<file path="src/rtl/uart_rx_pkg.sv">
package uart_rx_pkg;
  localparam int RX_DATA_W = 8;

  typedef struct packed {
    logic                 brk;
    logic                 frm_err;
    logic                 par_err;
    logic [RX_DATA_W-1:0] data;
  } rx_char_t;

  typedef enum logic [2:0] {
    S_IDLE, S_START, S_DATA, S_PAR, S_STOP, S_RESYNC, S_BRKWAIT
  } rx_state_e;

  function automatic logic has_flag(rx_char_t c);
    return c.brk | c.frm_err | c.par_err;
  endfunction
endpackage

</file>
<file path="src/rtl/uart_rx_deser.sv">
module uart_rx_deser
  import uart_rx_pkg::*;
#(
  parameter int OVERSAMPLE = 16
) (
  input  logic     clk,
  input  logic     rst_n,
  input  logic     rx_serial,
  input  logic     os_tick,
  input  logic [1:0] cfg_wlen,
  input  logic     cfg_par_en,
  input  logic     cfg_par_even,
  output logic     char_valid,
  output rx_char_t char_word
);
  localparam int CNT_W = $clog2(OVERSAMPLE);
  localparam int IDX_W = $clog2(RX_DATA_W);
  localparam logic [CNT_W-1:0] MID  = CNT_W'(OVERSAMPLE / 2 - 1);
  localparam logic [CNT_W-1:0] LAST = CNT_W'(OVERSAMPLE - 1);

  logic [1:0]           sync_q;
  logic                 rx_s;
  rx_state_e            state;
  logic [CNT_W-1:0]     cnt;
  logic [IDX_W-1:0]     idx;
  logic [IDX_W-1:0]     last_idx;
  logic [RX_DATA_W-1:0] shreg;
  logic                 all_zero;
  logic                 par_bad;
  logic                 bit_edge;

  assign rx_s     = sync_q[1];
  assign last_idx = IDX_W'(RX_DATA_W - 4) + IDX_W'(cfg_wlen);
  assign bit_edge = (cnt == LAST);

  always_ff @(posedge clk or negedge rst_n) begin
    if (!rst_n) begin
      sync_q     <= 2'b11;
      state      <= S_IDLE;
      cnt        <= '0;
      idx        <= '0;
      shreg      <= '0;
      all_zero   <= 1'b0;
      par_bad    <= 1'b0;
      char_valid <= 1'b0;
      char_word  <= '0;
    end else begin
      sync_q     <= {sync_q[0], rx_serial};
      char_valid <= 1'b0;
      if (os_tick) begin
        unique case (state)
          S_IDLE: if (!rx_s) begin
            state <= S_START;
            cnt   <= '0;
          end
          S_START: begin
            if (cnt == MID) begin
              cnt <= '0;
              if (!rx_s) begin
                state    <= S_DATA;
                idx      <= '0;
                shreg    <= '0;
                all_zero <= 1'b1;
                par_bad  <= 1'b0;
              end else begin
                state <= S_IDLE;
              end
            end else begin
              cnt <= cnt + 1'b1;
            end
          end
          S_DATA: begin
            if (bit_edge) begin
              cnt        <= '0;
              shreg[idx] <= rx_s;
              all_zero   <= all_zero & ~rx_s;
              if (idx == last_idx) state <= cfg_par_en ? S_PAR : S_STOP;
              else                 idx   <= idx + 1'b1;
            end else begin
              cnt <= cnt + 1'b1;
            end
          end
          S_PAR: begin
            if (bit_edge) begin
              cnt      <= '0;
              par_bad  <= (^shreg) ^ rx_s ^ ~cfg_par_even;
              all_zero <= all_zero & ~rx_s;
              state    <= S_STOP;
            end else begin
              cnt <= cnt + 1'b1;
            end
          end
          S_STOP: begin
            if (bit_edge) begin
              cnt        <= '0;
              char_valid <= 1'b1;
              if (!rx_s && all_zero) begin
                char_word <= '{brk: 1'b1, frm_err: 1'b0, par_err: 1'b0, data: '0};
                state     <= S_BRKWAIT;
              end else begin
                char_word <= '{brk: 1'b0, frm_err: ~rx_s, par_err: par_bad, data: shreg};
                state     <= rx_s ? S_IDLE : S_RESYNC;
              end
            end else begin
              cnt <= cnt + 1'b1;
            end
          end
          S_RESYNC: begin
            if (bit_edge) begin
              cnt <= '0;
              if (!rx_s) begin
                state    <= S_DATA;
                idx      <= '0;
                shreg    <= '0;
                all_zero <= 1'b1;
                par_bad  <= 1'b0;
              end else begin
                state <= S_IDLE;
              end
            end else begin
              cnt <= cnt + 1'b1;
            end
          end
          S_BRKWAIT: if (rx_s) state <= S_IDLE;
          default: state <= S_IDLE;
        endcase
      end
    end
  end
endmodule

</file>
<file path="src/rtl/uart_rx_fifo.sv">
module uart_rx_fifo
  import uart_rx_pkg::*;
#(
  parameter int DEPTH = 16,
  parameter int CNT_W = $clog2(DEPTH + 1)
) (
  input  logic             clk,
  input  logic             rst_n,
  input  logic             single_mode,
  input  logic             push_valid,
  input  rx_char_t         push_word,
  output logic             full,
  input  logic             pop_ready,
  output logic             pop_valid,
  output rx_char_t         pop_word,
  output logic [CNT_W-1:0] flag_cnt
);
  localparam int PTR_W = (DEPTH > 1) ? $clog2(DEPTH) : 1;
  localparam logic [PTR_W-1:0] PTR_LAST = PTR_W'(DEPTH - 1);

  rx_char_t         mem [DEPTH];
  logic [PTR_W-1:0] wr_ptr, rd_ptr;
  logic [CNT_W-1:0] count;
  logic             do_push, do_pop, push_f, pop_f;

  assign full      = single_mode ? (count != '0) : (count == CNT_W'(DEPTH));
  assign pop_valid = (count != '0);
  assign pop_word  = mem[rd_ptr];
  assign do_push   = push_valid & ~full;
  assign do_pop    = pop_ready & pop_valid;
  assign push_f    = do_push & has_flag(push_word);
  assign pop_f     = do_pop & has_flag(pop_word);

  always_ff @(posedge clk) begin
    if (do_push) mem[wr_ptr] <= push_word;
  end

  always_ff @(posedge clk or negedge rst_n) begin
    if (!rst_n) begin
      wr_ptr   <= '0;
      rd_ptr   <= '0;
      count    <= '0;
      flag_cnt <= '0;
    end else begin
      if (do_push) wr_ptr <= (wr_ptr == PTR_LAST) ? '0 : wr_ptr + 1'b1;
      if (do_pop)  rd_ptr <= (rd_ptr == PTR_LAST) ? '0 : rd_ptr + 1'b1;
      unique case ({do_push, do_pop})
        2'b10:   count <= count + 1'b1;
        2'b01:   count <= count - 1'b1;
        default: count <= count;
      endcase
      unique case ({push_f, pop_f})
        2'b10:   flag_cnt <= flag_cnt + 1'b1;
        2'b01:   flag_cnt <= flag_cnt - 1'b1;
        default: flag_cnt <= flag_cnt;
      endcase
    end
  end
endmodule

</file>
<file path="src/rtl/uart_rx_lsr.sv">
module uart_rx_lsr
  import uart_rx_pkg::*;
#(
  parameter int FIFO_DEPTH = 16,
  parameter int OVERSAMPLE = 16
) (
  input  logic                 clk,
  input  logic                 rst_n,
  input  logic                 rx_serial,
  input  logic                 os_tick,
  input  logic [1:0]           cfg_wlen,
  input  logic                 cfg_par_en,
  input  logic                 cfg_par_even,
  input  logic                 cfg_fifo_en,
  input  logic                 cfg_legacy,
  input  logic                 rd_status,
  input  logic                 tx_hold_empty,
  input  logic                 tx_shift_idle,
  output logic                 rx_valid,
  input  logic                 rx_ready,
  output logic [RX_DATA_W-1:0] rx_data,
  output logic [7:0]           lsr
);
  localparam int CNT_W = $clog2(FIFO_DEPTH + 1);

  logic             char_valid;
  rx_char_t         char_word;
  logic             fifo_full;
  rx_char_t         head;
  logic [CNT_W-1:0] flag_cnt;
  logic             queue_mode;
  logic             push_ok, pop, new_head;
  logic             head_seen;
  logic             st_ovr, st_pe, st_fe, st_brk, st_erf;

  assign queue_mode = cfg_fifo_en & ~cfg_legacy;

  uart_rx_deser #(.OVERSAMPLE(OVERSAMPLE)) u_deser (
    .clk         (clk),
    .rst_n       (rst_n),
    .rx_serial   (rx_serial),
    .os_tick     (os_tick),
    .cfg_wlen    (cfg_wlen),
    .cfg_par_en  (cfg_par_en),
    .cfg_par_even(cfg_par_even),
    .char_valid  (char_valid),
    .char_word   (char_word)
  );

  uart_rx_fifo #(.DEPTH(FIFO_DEPTH), .CNT_W(CNT_W)) u_fifo (
    .clk        (clk),
    .rst_n      (rst_n),
    .single_mode(~queue_mode),
    .push_valid (char_valid),
    .push_word  (char_word),
    .full       (fifo_full),
    .pop_ready  (rx_ready),
    .pop_valid  (rx_valid),
    .pop_word   (head),
    .flag_cnt   (flag_cnt)
  );

  assign push_ok  = char_valid & ~fifo_full;
  assign pop      = rx_valid & rx_ready;
  assign new_head = rx_valid & ~head_seen;
  assign rx_data  = head.data;

  // head flags are reported once, sticky until a status read
  always_ff @(posedge clk or negedge rst_n) begin
    if (!rst_n) begin
      head_seen <= 1'b0;
      st_ovr    <= 1'b0;
      st_pe     <= 1'b0;
      st_fe     <= 1'b0;
      st_brk    <= 1'b0;
      st_erf    <= 1'b0;
    end else begin
      if (pop)           head_seen <= 1'b0;
      else if (rx_valid) head_seen <= 1'b1;
      st_ovr <= (st_ovr & ~rd_status) | (char_valid & fifo_full);
      st_pe  <= (st_pe  & ~rd_status) | (new_head & head.par_err);
      st_fe  <= (st_fe  & ~rd_status) | (new_head & head.frm_err);
      st_brk <= (st_brk & ~rd_status) | (new_head & head.brk);
      st_erf <= (st_erf & ~rd_status) | (push_ok & queue_mode & has_flag(char_word));
    end
  end

  assign lsr = {st_erf & queue_mode & (flag_cnt != '0),
                tx_hold_empty & tx_shift_idle,
                tx_hold_empty,
                st_brk, st_fe, st_pe, st_ovr,
                rx_valid};
endmodule

</file>
<file path="config.mk">
export PLATFORM = sky130hd
export DESIGN_NAME = uart_rx_lsr
export DESIGN_NICKNAME = d
export VERILOG_FILES = /design/src/rtl/uart_rx_pkg.sv /design/src/rtl/uart_rx_deser.sv /design/src/rtl/uart_rx_fifo.sv /design/src/rtl/uart_rx_lsr.sv
export SDC_FILE = /design/constraint.sdc
export NUM_CORES = 1
export LEC_CHECK = 0
export BUFFER_PORTS_ARGS = -buffer_cell sky130_fd_sc_hd__buf_2
export CAP_MARGIN = 15
export CORE_MARGIN = 1
export CORE_UTILIZATION = 40
export CTS_CLUSTER_DIAMETER = 100
export DETAILED_ROUTE_END_ITERATION = 10
export PLACE_DENSITY = 0.58
export SLEW_MARGIN = 30
export SYNTH_ARGS = -nofsm -noshare
export SYNTH_HDL_FRONTEND = slang
export SYNTH_SLANG_ARGS = --single-unit
</file>
<file path="constraint.sdc">
create_clock -name clk -period 6.9 [get_ports clk]
set_clock_uncertainty 0.1 [all_clocks]
set_input_delay 0.69 -clock clk [delete_from_list [all_inputs] [get_ports clk]]
set_output_delay 0.69 -clock clk [all_outputs]
set_load 0.005 [all_outputs]
</file>
==> results by group <==
GRT
  – Antenna violations before repair: 0
  – Met3 Use GR: 2.17%
  – Met2 capacity usage during global routing: 26.0%
  – Via count of the first global-routing pass: 5,721
  – Global-route wire length before repair: 31,300 um
  – Busiest grt layer: met2
  – Overall fraction of global-route tracks in use: 15.4%
  – Global route overflow: 0
  – Maximum number of pins on one net before global-route repair: 59
  – GR met1 Demand/Resource: 21.0%

Synth
  – Cell accounting for the most synthesized area: sky130_fd_sc_hd__edfxtp_1
  – Cell types with the largest area share after synthesis: sky130_fd_sc_hd__edfxtp_1, sky130_fd_sc_hd__dfrtp_1, sky130_fd_sc_hd__mux4_2
  – Fraction of the yosys area taken by sequential cells: 66.9%
  – Share of the synthesized netlist area taken by xor and xnor gates: 1.91%
  – Main combinational cell family by area after synthesis: multiplexers
  – Warning count from the yosys run: 0
  – Synthesized-area fraction occupied by and/or/nand/nor cells: 6.46%
  – Number of synthesized flops with an enable pin: 176
  – Proportion of register bits with asynchronous set or reset after synthesis: 24.8%
  – Ys flop type: sky130_fd_sc_hd__edfxtp_1
  – Adder-cell share of the synthesized area: 2.26%
  – Mux share of post-synthesis cell area: 10.2%
  – Number of distinct standard cells referenced by the synthesized netlist: 62
  – Compound-cell area share of the yosys netlist: 9.23%
  – Flip-flop and latch count after synthesis: 234
  – Syn Nets: 703
  – Post-synthesis instance total: 672
  – Mean Syn Cell Area: 15.0 sq um
  – Post-synth top area share: 52.5%
  – Mapped cell area: 10,100 sq um

Worst setup path
  – Signal arrival time at the worst endpoint: 4.54 ns
  – Slowest Stage Delay on Critical Path: 0.85 ns
  – Biggest fanout along the worst timing path: 36
  – Number of buffers and inverters on the critical path: 2
  – Capturing element type of the critical path: register
  – Cells along the critical path: buf_4 > mux2i_1 > a221oi_1 > o21ai_0 > nand2_1 > o31a_1 > ha_1 > inv_1 > fa_1 > nor2b_1 > o21ai_0 > and3_1 > nor3_1 > xor2_1
  – Cell type with the highest occurrence count on the critical path: sky130_fd_sc_hd__o21ai_0
  – Critical Setup Path Class: register to register
  – Max stage delay cell, worst path: sky130_fd_sc_hd__dfrtp_4
  – Family of cells with the greatest summed delay on the critical path: flip-flops
  – Nature of the critical path startpoint: register
  – Required @ worst endpoint: 7.24 ns

Clock tree
  – Number of gates resized after cts: 0
  – TritonCTS clock tree: yes
  – # hold bufs at CTS: 0
  – Sink Count: 234
  – Source-to-sink clock delay at the later pin of the worst-skew pair: 0.51 ns
  – Post-CTS setup buffer count: 0
  – Clock Root Buffer: sky130_fd_sc_hd__clkbuf_16
  – Clock-pin slew on the worst setup and hold paths: 0.06 ns
  – Clock tree buffer depth: 3
  – Number of buffers added by the clock tree synthesis step: 26
  – Number of H-tree branching levels: 1

Pwr
  – Power consumption: 0.00401 W
  – Peak supply drop: 0.195 mV
  – Leakage power: 4.11 nW
  – Total power divided by cell area: 353 nW/um^2

Floorplanning
  – Total Die Area: 25,800 sq um
  – Die span in x: 161 um
  – I/O pin cnt: 31
  – Area inside the core boundary: 24,500 sq um
  – Cell Rows: 57
  – Chip height: 161 um
  – Starting utilization of the core area: 41.0%

Placed design
  – Post-placement worst setup slack: 2.66 ns
  – Post-DP Area: 10,500 sq um
  – Post-detail-place hpwl: 12,600 um
  – Routability congestion estimate from global placement: 0.801
  – IO Port Bufs: 30

Routing
  – Aggregate routed wire length: 19,300 um
  – Number of design rule violations left after detail routing: 0
  – Routed vias: 5,547
  – Mean routed wirelength per cell: 18.4 um
  – Via-per-instance ratio: 5.29
  – Count of antenna-violating nets left after detailed routing: 0
  – Length of the first detailed-routing pass in iterations: 5
  – Starting DRC count in detailed routing: 285

Final layout
  – # diodes: 0
  – Final net count: 736
  – Synth-to-Final Area Change: 12.8%
  – Fraction of layout instances using a drive strength above 1: 17.9%
  – Fin area: 11,400 sq um
  – Area used by multi-input combinational logic: 3040 sq um
  – Reg area: 6740 sq um
  – Count of filler cells inserted in the layout: 2,148

Job
  – Max-cap viol count: 0

STA
  – Final cycle utilization of the critical path: 60.9%
  – Final critical-path setup slack: 2.70 ns
  – Final Max Tran Viols: 0
  – Unrepaired setup endpoints after global routing: false
  – Final worst hold slack: 0.172 ns
  – Post-route setup TNS: 0 ns
  – FMAX: 238 MHz
  – Hold Vio Cnt, Final: 0
  – Transition time of the tightest slew-check pin: 0.977 ns
  – Min cycle time layout: 4.20 ns
  – Count of final setup violators: 0
  – Headroom to the max-slew limit: 34.6%

Outcome
  – Status: finished clean

Worst hold path
  – Class of the tightest hold or removal check: input port to register
## cell usage after synthesis (15+ instances only)
cell and number:
sky130_fd_sc_hd__a221oi_1 22, sky130_fd_sc_hd__mux4_2 22, sky130_fd_sc_hd__xnor2_1 16, sky130_fd_sc_hd__edfxtp_1 176, sky130_fd_sc_hd__o21ai_0 47, sky130_fd_sc_hd__inv_1 24
sky130_fd_sc_hd__ha_1 15, sky130_fd_sc_hd__mux2i_1 47, sky130_fd_sc_hd__nand2_1 52, sky130_fd_sc_hd__nor2_1 21, sky130_fd_sc_hd__dfrtp_1 56
## state kept, by name, summed over array words and instances (netlist names), 2 cells and up
name / count
u_deser.char_word: 11
u_deser.cnt: 4
u_deser.idx: 3
u_deser.shreg: 8
u_deser.state: 3
u_deser.sync_q: 2
u_fifo.count: 5
u_fifo.flag_cnt: 5
u_fifo.mem: 176
u_fifo.rd_ptr: 4
u_fifo.wr_ptr: 4
## metrics by stage
| stage | utilization [%] | instances |
|---|---|---|
| after floorplan | - | 672 |
| after global placement | 42.9 | 1001 |
| after detailed placement | 42.9 | 1001 |
| after CTS | 46.3 | 1049 |
| after global routing | 46.3 | 1049 |
| final | 46.3 | 1049 |
## per-layer routing
layer	vias up	part of all wire, %	routed length, um
li1	2639	-	-
met1	2799	45	8640
met2	83	50	9690
met3	26	3.5	676
met4	0	1.4	272
met5	-	0	0
## power by group
group,switching (W),internal [W]
clock,0.000525,0.000787
sequential,0.000182,0.00158
combinational,0.000501,0.000439
total,0.00121,0.00281
## final timing paths
path / from / endpoint / slack [ns] / cells past startpoint
max in group asynchronous: rst_n / u_fifo.rd_ptr[0]$_DFFE_PN0P_ / 5.88 / 2
worst min-delay path: rx_serial / u_deser.sync_q[0]$_DFF_PN1_ / 0.17 / 1
min in group asynchronous: rst_n / u_deser.cnt[3]$_DFFE_PN0P_ / 0.24 / 2
worst max-delay path: u_fifo.rd_ptr[0]$_DFFE_PN0P_ / u_fifo.flag_cnt[4]$_DFFE_PN0P_ / 2.70 / 14
worst min register to register: u_deser.sync_q[0]$_DFF_PN1_ / u_deser.sync_q[1]$_DFF_PN1_ / 0.26 / 0
worst max register to register: u_fifo.rd_ptr[0]$_DFFE_PN0P_ / u_fifo.flag_cnt[4]$_DFFE_PN0P_ / 2.70 / 14
## cell usage in the layout (no fill, tap or decap), types with 14 or more instances in the layout
cell                        count
sky130_fd_sc_hd__nand2_1       52
sky130_fd_sc_hd__xnor2_1       16
sky130_fd_sc_hd__a21oi_1       14
sky130_fd_sc_hd__buf_2         30
sky130_fd_sc_hd__ha_1          15
sky130_fd_sc_hd__dfrtp_1       55
sky130_fd_sc_hd__inv_1         24
sky130_fd_sc_hd__mux2i_1       47
sky130_fd_sc_hd__a221oi_1      22
sky130_fd_sc_hd__o21ai_0       47
sky130_fd_sc_hd__clkbuf_16     27
sky130_fd_sc_hd__buf_4         15
sky130_fd_sc_hd__nor2_1        17
sky130_fd_sc_hd__mux4_2        22
sky130_fd_sc_hd__edfxtp_1     176
## layout make-up
class	instances	share of cell area [%]
inverter	24	0.793
multi-input combinational	374	26.7
clock buffer	32	6.11
sequential	234	59.4
timing repair buffer	45	2.31
clock inverter	16	1.12
tap	324	3.57
## logic make-up (layout without fill, tap and decap cells)
family                     count (synthesis)  after routing
buffers and inverters                     64            117
xor gates and xnor gates                  22             22
adders and majority gates                 17             17
DFF                                      234            234
AOI/OAI and AO/OA                        135            135
muxes                                     74             74
and+or+nand+nor                          126            126
No activity file was read; power rests on OpenSTA's default activity.
